File: src/rtl/tgl_regbank_pkg.sv
package tgl_regbank_pkg;
  typedef enum logic [1:0] {
    SEL_INDEX  = 2'd0,
    SEL_DATA   = 2'd1,
    SEL_STATUS = 2'd2,
    SEL_NONE   = 2'd3
  } rd_sel_e;

  localparam int STAT_ANY_BIT = 0;
  localparam int STAT_VRT_BIT = 3;
endpackage

File: src/rtl/tgl_phase_ctrl.sv
module tgl_phase_ctrl (
  input  logic clk,
  input  logic rst_n,
  input  logic wr_en,
  input  logic stat_rd,
  output logic idx_load,
  output logic data_load,
  output logic toggle
);
  logic phase_q;

  // a status read in the same cycle forces the write to be an index
  assign idx_load  = wr_en && (!phase_q || stat_rd);
  assign data_load = wr_en && phase_q && !stat_rd;
  assign toggle    = phase_q;

  always_ff @(posedge clk) begin
    if (!rst_n)         phase_q <= 1'b0;
    else if (idx_load)  phase_q <= 1'b1;
    else if (data_load) phase_q <= 1'b0;
    else if (stat_rd)   phase_q <= 1'b0;
  end
endmodule

File: src/rtl/tgl_index_reg.sv
module tgl_index_reg #(
  parameter int DW = 8,
  parameter int IW = 5
) (
  input  logic          clk,
  input  logic          rst_n,
  input  logic          load,
  input  logic [DW-1:0] din,
  output logic [IW-1:0] index,
  output logic          flag
);
  always_ff @(posedge clk) begin
    if (!rst_n) begin
      index <= '0;
      flag  <= 1'b0;
    end else if (load) begin
      index <= din[IW-1:0];
      flag  <= din[IW];
    end
  end
endmodule

File: src/rtl/tgl_reg_array.sv
module tgl_reg_array #(
  parameter int DW   = 8,
  parameter int NREG = 32,
  parameter int IW   = 5
) (
  input  logic          clk,
  input  logic          rst_n,
  input  logic          wr_stb,
  input  logic [IW-1:0] sel,
  input  logic [DW-1:0] din,
  output logic [DW-1:0] dout
);
  logic [DW-1:0] regs [NREG];

  for (genvar g = 0; g < NREG; g++) begin : g_reg
    always_ff @(posedge clk) begin
      if (!rst_n)                        regs[g] <= '0;
      else if (wr_stb && sel == IW'(g))  regs[g] <= din;
    end
  end

  assign dout = regs[sel];
endmodule

File: src/rtl/tgl_read_mux.sv
module tgl_read_mux
  import tgl_regbank_pkg::*;
#(
  parameter int DW = 8,
  parameter int IW = 5
) (
  input  logic          rd_en,
  input  rd_sel_e       sel,
  input  logic [IW-1:0] index,
  input  logic          flag,
  input  logic [DW-1:0] reg_q,
  input  logic          hrt,
  input  logic          vrt,
  output logic [DW-1:0] dout
);
  logic [DW-1:0] stat_byte;

  always_comb begin
    stat_byte = '0;
    stat_byte[STAT_ANY_BIT] = hrt | vrt;
    stat_byte[STAT_VRT_BIT] = vrt;
  end

  always_comb begin
    dout = '0;
    if (rd_en) begin
      unique case (sel)
        SEL_INDEX:  dout = {{(DW-IW-1){1'b0}}, flag, index};
        SEL_DATA:   dout = reg_q;
        SEL_STATUS: dout = stat_byte;
        default:    dout = '0;
      endcase
    end
  end
endmodule

File: src/rtl/tgl_regbank.sv
module tgl_regbank
  import tgl_regbank_pkg::*;
#(
  parameter int DW   = 8,
  parameter int NREG = 32,
  localparam int IW  = $clog2(NREG)
) (
  input  logic          clk,
  input  logic          rst_n,
  input  logic          wr_en,
  input  logic [DW-1:0] wr_data,
  input  logic          rd_en,
  input  logic [1:0]    rd_sel,
  output logic [DW-1:0] rd_data,
  input  logic          hretrace_i,
  input  logic          vretrace_i,
  output logic          toggle_o,
  output logic [IW-1:0] index_o,
  output logic          flag_o,
  output logic [DW-1:0] sel_reg_o
);
  rd_sel_e sel_e;
  logic    stat_rd, idx_load, data_load;

  assign sel_e   = rd_sel_e'(rd_sel);
  assign stat_rd = rd_en && (sel_e == SEL_STATUS);

  tgl_phase_ctrl u_phase (
    .clk(clk), .rst_n(rst_n), .wr_en(wr_en), .stat_rd(stat_rd),
    .idx_load(idx_load), .data_load(data_load), .toggle(toggle_o)
  );

  tgl_index_reg #(.DW(DW), .IW(IW)) u_index (
    .clk(clk), .rst_n(rst_n), .load(idx_load), .din(wr_data),
    .index(index_o), .flag(flag_o)
  );

  tgl_reg_array #(.DW(DW), .NREG(NREG), .IW(IW)) u_regs (
    .clk(clk), .rst_n(rst_n), .wr_stb(data_load), .sel(index_o),
    .din(wr_data), .dout(sel_reg_o)
  );

  tgl_read_mux #(.DW(DW), .IW(IW)) u_rmux (
    .rd_en(rd_en), .sel(sel_e), .index(index_o), .flag(flag_o),
    .reg_q(sel_reg_o), .hrt(hretrace_i), .vrt(vretrace_i), .dout(rd_data)
  );
endmodule

File: config.mk
export PLATFORM = sky130hd
export DESIGN_NAME = tgl_regbank
export DESIGN_NICKNAME = d
export VERILOG_FILES = /design/src/rtl/tgl_regbank_pkg.sv /design/src/rtl/tgl_phase_ctrl.sv /design/src/rtl/tgl_index_reg.sv /design/src/rtl/tgl_reg_array.sv /design/src/rtl/tgl_read_mux.sv /design/src/rtl/tgl_regbank.sv
export SDC_FILE = /design/constraint.sdc
export NUM_CORES = 1
export LEC_CHECK = 0
export BUFFER_PORTS_ARGS = -buffer_cell sky130_fd_sc_hd__buf_2
export CORE_MARGIN = 10
export CORE_UTILIZATION = 60
export CTS_CLUSTER_SIZE = 16
export DETAILED_ROUTE_END_ITERATION = 8
export GPL_ROUTABILITY_DRIVEN = 0
export GPL_TIMING_DRIVEN = 0
export HOLD_SLACK_MARGIN = 0.12
export PLACE_DENSITY = 0.77
export SETUP_SLACK_MARGIN = 0.2
export SYNTH_ARGS = -nofsm -noshare
export SYNTH_HDL_FRONTEND = slang
export SYNTH_SLANG_ARGS = --single-unit
export TNS_END_PERCENT = 1
File: constraint.sdc
create_clock -name clk -period 4 [get_ports clk]
set_input_delay 0.2 -clock clk [delete_from_list [all_inputs] [get_ports clk]]
set_output_delay 0.2 -clock clk [all_outputs]
set_load 0.005 [all_outputs]
==> flow_metrics.py, run 1 <==
metrics = {
    "cts": {
        "cts_tree": "done",
        "cts_buffers": 27,
        "htree_levels": 1,
        "clock_sinks": 268,
        "cts.clk_slew.worst_paths_ps": 60,
        "cts_root_buf": "clkbuf_16",
        "worstSkewPairLatency_ps": 530,
        "clockBufferDepth": 3,
        "postCtsSetupBuffers": 0,
    },
    "detailed_routing": {
        "drtIter0Drc": 1042,
        "first_pass_iters": 7,
        "vias": 8281,
        "drt_wl_total_um": 35800,
        "antenna_left": 0,
        "drc": 0,
        "wire_per_inst_um": 27.3,
        "via_per_inst": 6.33,
    },
    "cells_and_area": {
        "fill_cells": 1483,
        "postLayoutCellArea_mm2": 0.0142,
        "final_common_cell": "and2_1",
        "seq_area_mm2": 0.00793,
        "final_cell_mix": "258 x and2_1, 256 x edfxtp_1, 102 x mux2i_1",
        "layout.nets": 1029,
        "multi_input_area_mm2": 0.00432,
        "drive_gt1_share_pct": 12.0,
        "syn_to_final_growth_pct": 12.3,
        "fin_util_pct": 67.9,
        "stdcell_count": 1308,
        "antenna_cells": 0,
    },
    "sta": {
        "finalSetupViolCount": 0,
        "period_share_pct": 92.7,
        "slew-limit-headroom_pct": 12.6,
        "rsz0062_at_grt": "false",
        "fmax_mhz": 270,
        "fin_crit_ps": 3710,
        "finalHoldViolCount": 0,
        "worstMarginPinSlew_ps": 1300,
        "fin_setup_tns_ps": 0,
        "fin_worst_skew_ps": 12.2,
        "final_max_slew_viol_count": 0,
    },
    "place": {
        "placed_cell_area_mm2": 0.0132,
        "port_buffers": 37,
        "placed_cells_incl_taps": 1246,
        "post-dp-hpwl_um": 24500,
    },
    "critical_path": {
        "path_class": "flip-flop to primary output",
        "r2r_setup_slack_ps": 1180,
        "worstPathMaxFanout": 10,
        "critical_path.endpoint_type": "primary output",
        "worst_ep_required_time_ps": 3800,
        "worst_setup_path_start_kind": "flip-flop",
        "cp_data_arrival_time_ps": 3510,
    },
    "run_status": {
        "status": "finished, final reports clean",
    },
    "yosys": {
        "synth_area_mm2": 0.0126,
        "postSynthCellCount": 928,
        "synth.avg_cell_area_um2": 13.6,
        "ys_seq_elements": 268,
        "yosys_warnings": 0,
        "ys_seq_area_share_pct": 62.8,
        "synth_cell_types": 42,
        "synthesis.nets": 944,
    },
    "floorplan": {
        "chipHeight_um": 165,
        "start_util_pct": 60.5,
        "core_area_mm2": 0.0209,
        "fp-row-count": 53,
        "die_w_um": 165,
        "io_pins": 39,
        "dieArea_mm2": 0.0273,
    },
    "global_routing": {
        "grt_pass1_wl_um": 51300,
        "antenna_found_initial": 0,
        "grt_max_degree": 15,
        "grt_usage_pct": 26.2,
        "grt-ovfl-total": 0,
        "grt_pass1_vias": 8197,
    },
    "worst_hold_path": {
        "holdCritPathClass": "input port to flip-flop",
    },
    "flow_run": {
        "drv_cap": 0,
    },
    "power_and_ir_drop": {
        "p_per_area_mw_per_mm2": 443,
        "leakagePower_nw": 5.15,
        "ir_drop_v": 0.000419,
    },
}
[critical path, stage by stage, from the launching register on]
cell and delay (ps):
dfxtp_1 350, buf_6 190, and2_1 150, clkbuf_1 370
clkbuf_1 680, a22oi_1 280, a21oi_1 420, nor4_2 150
a22o_1 250, buf_2 140
[final cells by class]
class	count	area share, %
timing repair buffer	56	2.44
clock buffer	39	5.15
tap	275	2.43
buffer	66	2.65
inverter	3	0.0794
multi-input combinational	591	30.4
sequential	268	55.9
clock inverter	10	0.909
[cells in the mapped netlist]
cell | n | share of area, %
mux4_1 | 9 | 1.9
a22oi_1 | 48 | 2.9
nand2_1 | 14 | 0.42
and3b_1 | 1 | 0.069
o221a_4 | 1 | 0.16
mux4_2 | 7 | 1.2
o21a_1 | 1 | 0.059
nor4_1 | 1 | 0.050
clkinv_1 | 1 | 0.030
o21ai_0 | 33 | 1.3
clkbuf_2 | 1 | 0.040
and2_4 | 1 | 0.069
and3_1 | 1 | 0.050
inv_1 | 2 | 0.059
nor2_1 | 46 | 1.4
buf_6 | 9 | 0.80
or2_2 | 1 | 0.050
o22ai_1 | 2 | 0.099
nor4_2 | 5 | 0.50
o2bb2ai_1 | 2 | 0.14
nand3b_1 | 1 | 0.059
buf_8 | 1 | 0.12
nand3_1 | 8 | 0.32
nor2b_1 | 6 | 0.30
o22a_1 | 1 | 0.069
clkbuf_4 | 1 | 0.059
nand2b_1 | 1 | 0.050
mux2_2 | 8 | 0.71
and2_1 | 258 | 13
clkbuf_1 | 48 | 1.4
a21oi_1 | 25 | 0.99
bufbuf_8 | 1 | 0.15
a22o_1 | 4 | 0.28
nand4_1 | 1 | 0.050
dfxtp_1 | 12 | 1.9
buf_12 | 1 | 0.16
buf_4 | 3 | 0.18
edfxtp_1 | 256 | 61
a21boi_1 | 1 | 0.059
mux2i_1 | 102 | 8.1
or2b_1 | 2 | 0.12
buf_2 | 1 | 0.040
[worst paths after layout]
| path | from | to | cells past startpoint |
|---|---|---|---|
| max | flip-flop | rd_data[4] | 9 |
| max reg2reg | u_index.index[3] | u_regs.regs[27][7] | 4 |
| min reg2reg | u_index.flag | u_index.flag | 2 |
| min | rst_n | u_index.flag | 3 |
[where the power goes]
part | internal (mW) | switching, mW | leakage [nW]
Combinational | 0.202 | 0.395 | 1.99
Sequential | 3.17 | 0.0341 | 2.74
Clock | 1.46 | 1.03 | 0.413
[logic make-up (layout without fill, tap and decap cells)]
family	Yosys count	count (layout)	share of synthesized area [%]
compound gates	118	118	6.01
buf+inv	69	174	3.06
mux	126	126	11.9
simple gates	347	347	16.2
flops	268	268	62.8
[metrics by stage]
step | hold slack [ps] | setup WS (ps) | total power [mW]
6_report | 242 | 292 | 6.29
5_1_grt | 301 | 323 | 6.44
4_1_cts | 188 | 444 | 6.27
3_5_place_dp | 553 | 1010 | 3.82
3_3_place_gp | 546 | 985 | 3.81
2_1_floorplan | 347 | 1980 | 3.58
[per-layer routing]
layer	global-route usage (%)	up-vias	part of all wire, %	wire length (um)
met2	40.4	546	46	16400
li1	-	3571	-	-
met4	12.2	0	4.7	1690
met3	6.94	109	12	4430
met1	34.2	4055	37	13300
met5	0	-	0	0
[sequential cells by signal, summed over array words and instances (netlist names), named ones only]
| register | cells |
|---|---|
| u_regs.regs | 256 |
| u_index.index | 5 |
| u_index.flag | 1 |
| u_phase.toggle | 1 |
[timing repair]
| item | 4_1_cts | 5_1_grt |
|---|---|---|
| gates resized for setup | 0 | 0 |
| hold endpoints to repair | 24 | 0 |
| hold buffers | 10 | 0 |
No activity file was read; power rests on OpenSTA's default activity.
==> inputs of run 2 (changes only) <==
clock period = 4.3 ns   (was 4 ns; I/O delays follow)
==> flow_metrics.py, run 2 (synthesis gave the netlist of run 1 again) <==
metrics = {
    "cells_and_area": {
        "drive_gt1_share_pct": 12.0,
        "largest_register_ffs": 256,
        "antenna_cells": 0,
        "syn_to_final_growth_pct": 12.2,
        "final_common_cell": "and2_1",
        "final_cell_mix": "258 x and2_1, 256 x edfxtp_1, 102 x mux2i_1",
        "layout.nets": 1028,
        "largest_registers": "u_regs.regs: 256 flops, u_index.index: 5 flops",
        "largest_register": "u_regs.regs",
        "postLayoutCellArea_mm2": 0.0142,
    },
    "sta": {
        "finalSetupViolCount": 0,
        "rsz0062_at_grt": "false",
        "fin_setup_tns_ps": 0,
        "finalHoldViolCount": 0,
        "period_share_pct": 85.8,
        "worstMarginPinSlew_ps": 1320,
        "fmax_mhz": 271,
        "fin_worst_skew_ps": 10.9,
        "fin_crit_ps": 3690,
        "holdWs_ps": 140,
        "fin_ws_ps": 612,
        "final_max_slew_viol_count": 0,
        "slew-limit-headroom_pct": 10.8,
    },
    "cts": {
        "cts_tree": "done",
        "ctsHoldBuffers": 9,
        "postCtsSetupBuffers": 0,
        "ctsResizeCount": 0,
        "htree_levels": 1,
        "clock_sinks": 268,
        "cts_buffers": 27,
        "clockBufferDepth": 3,
        "worstSkewPairLatency_ps": 530,
        "cts_root_buf": "clkbuf_16",
        "cts.clk_slew.worst_paths_ps": 60,
    },
    "critical_path": {
        "crit_family": "buffers and inverters",
        "worstPathMaxFanout": 10,
        "cp_common_cell": "clkbuf_1",
        "worst_ep_required_time_ps": 4090,
        "path_class": "flip-flop to primary output",
        "slowest_delay_ps": 650,
        "critical_path.endpoint_type": "primary output",
        "r2r_cells": 3,
        "worst_setup_path_start_kind": "flip-flop",
        "path_buf_inv": 4,
        "cp.depth": 9,
        "cpMaxStageDelayCell": "clkbuf_1",
        "path_cells": "buf_6, and2_1, clkbuf_1, clkbuf_1, a22oi_1, a21oi_1, nor4_2, a22o_1, buf_2",
        "cp_data_arrival_time_ps": 3470,
    },
    "detailed_routing": {
        "drtIter0Drc": 992,
        "via_per_inst": 6.35,
        "antenna_left": 0,
        "wire_per_inst_um": 27.4,
        "vias": 8293,
        "first_pass_iters": 6,
        "drt_wl_total_um": 35800,
        "drc": 0,
    },
    "floorplan": {
        "die_w_um": 165,
        "start_util_pct": 60.5,
        "core_area_mm2": 0.0209,
        "chipHeight_um": 165,
        "fp-row-count": 53,
        "io_pins": 39,
        "dieArea_mm2": 0.0273,
    },
    "place": {
        "post-dp-hpwl_um": 24500,
        "dp_slack_ps": 1290,
        "port_buffers": 37,
        "placed_cell_area_mm2": 0.0132,
    },
    "power_and_ir_drop": {
        "p_per_area_mw_per_mm2": 412,
        "ir_drop_v": 0.000392,
        "power_mw": 5.84,
        "leakagePower_nw": 5.14,
    },
    "global_routing": {
        "antenna_found_initial": 0,
        "grt_max_degree": 15,
        "grt_pass1_vias": 8187,
        "grt_usage_pct": 26.2,
        "grt_pass1_wl_um": 51300,
        "grt-ovfl-total": 0,
    },
    "worst_hold_path": {
        "whs_path_depth": 3,
        "holdCritPathClass": "input port to flip-flop",
    },
    "run_status": {
        "status": "finished, final reports clean",
    },
    "flow_run": {
        "drv_cap": 0,
    },
}
run 2: worst reg2reg max path, delay by kind of cell, from the launching register on:
kind	cells	cell delay [ps]
AND/OR/NAND/NOR	1	450
AO/OA/AOI/OAI	1	1130
buffers and inverters	1	460
flip-flops	1	390
run 2: power by group:
group / switching (mW) / internal, mW
logic: 0.366 / 0.187
clock network: 0.954 / 1.36
registers: 0.0318 / 2.94
total: 1.35 / 4.49
run 2: final timing paths:
check                    from                 end  slack [ps]
max                 flip-flop          rd_data[4]         610
min                wr_data[3]           flip-flop         140
max reg2reg  u_index.index[3]  u_regs.regs[15][6]        1480
min reg2reg      u_index.flag        u_index.flag         600
run 2: cell type report:
cell class / count / area, um2
repair buffers: 55 / 335
multi-input cells: 591 / 4320
well taps: 275 / 344
clock buffers: 39 / 731
clock inverters: 10 / 129
flip-flops and latches: 268 / 7930
inverters: 3 / 11.3
plain buffers: 66 / 375
fillers: 1486 / 6720
run 2: stage by stage:
step	utilization, %	std cells
after CTS	67.8	1304
after detailed placement	63.2	1246
final	67.8	1307
after floorplan	-	928
after global placement	63.0	1240
after global routing	67.8	1307
run 2: metal layers:
metal / GRT usage, % / wire length (um)
met5: 0 / 0
met4: 12.2 / 1740
met3: 6.97 / 4670
met2: 40.5 / 16300
met1: 34.1 / 13000
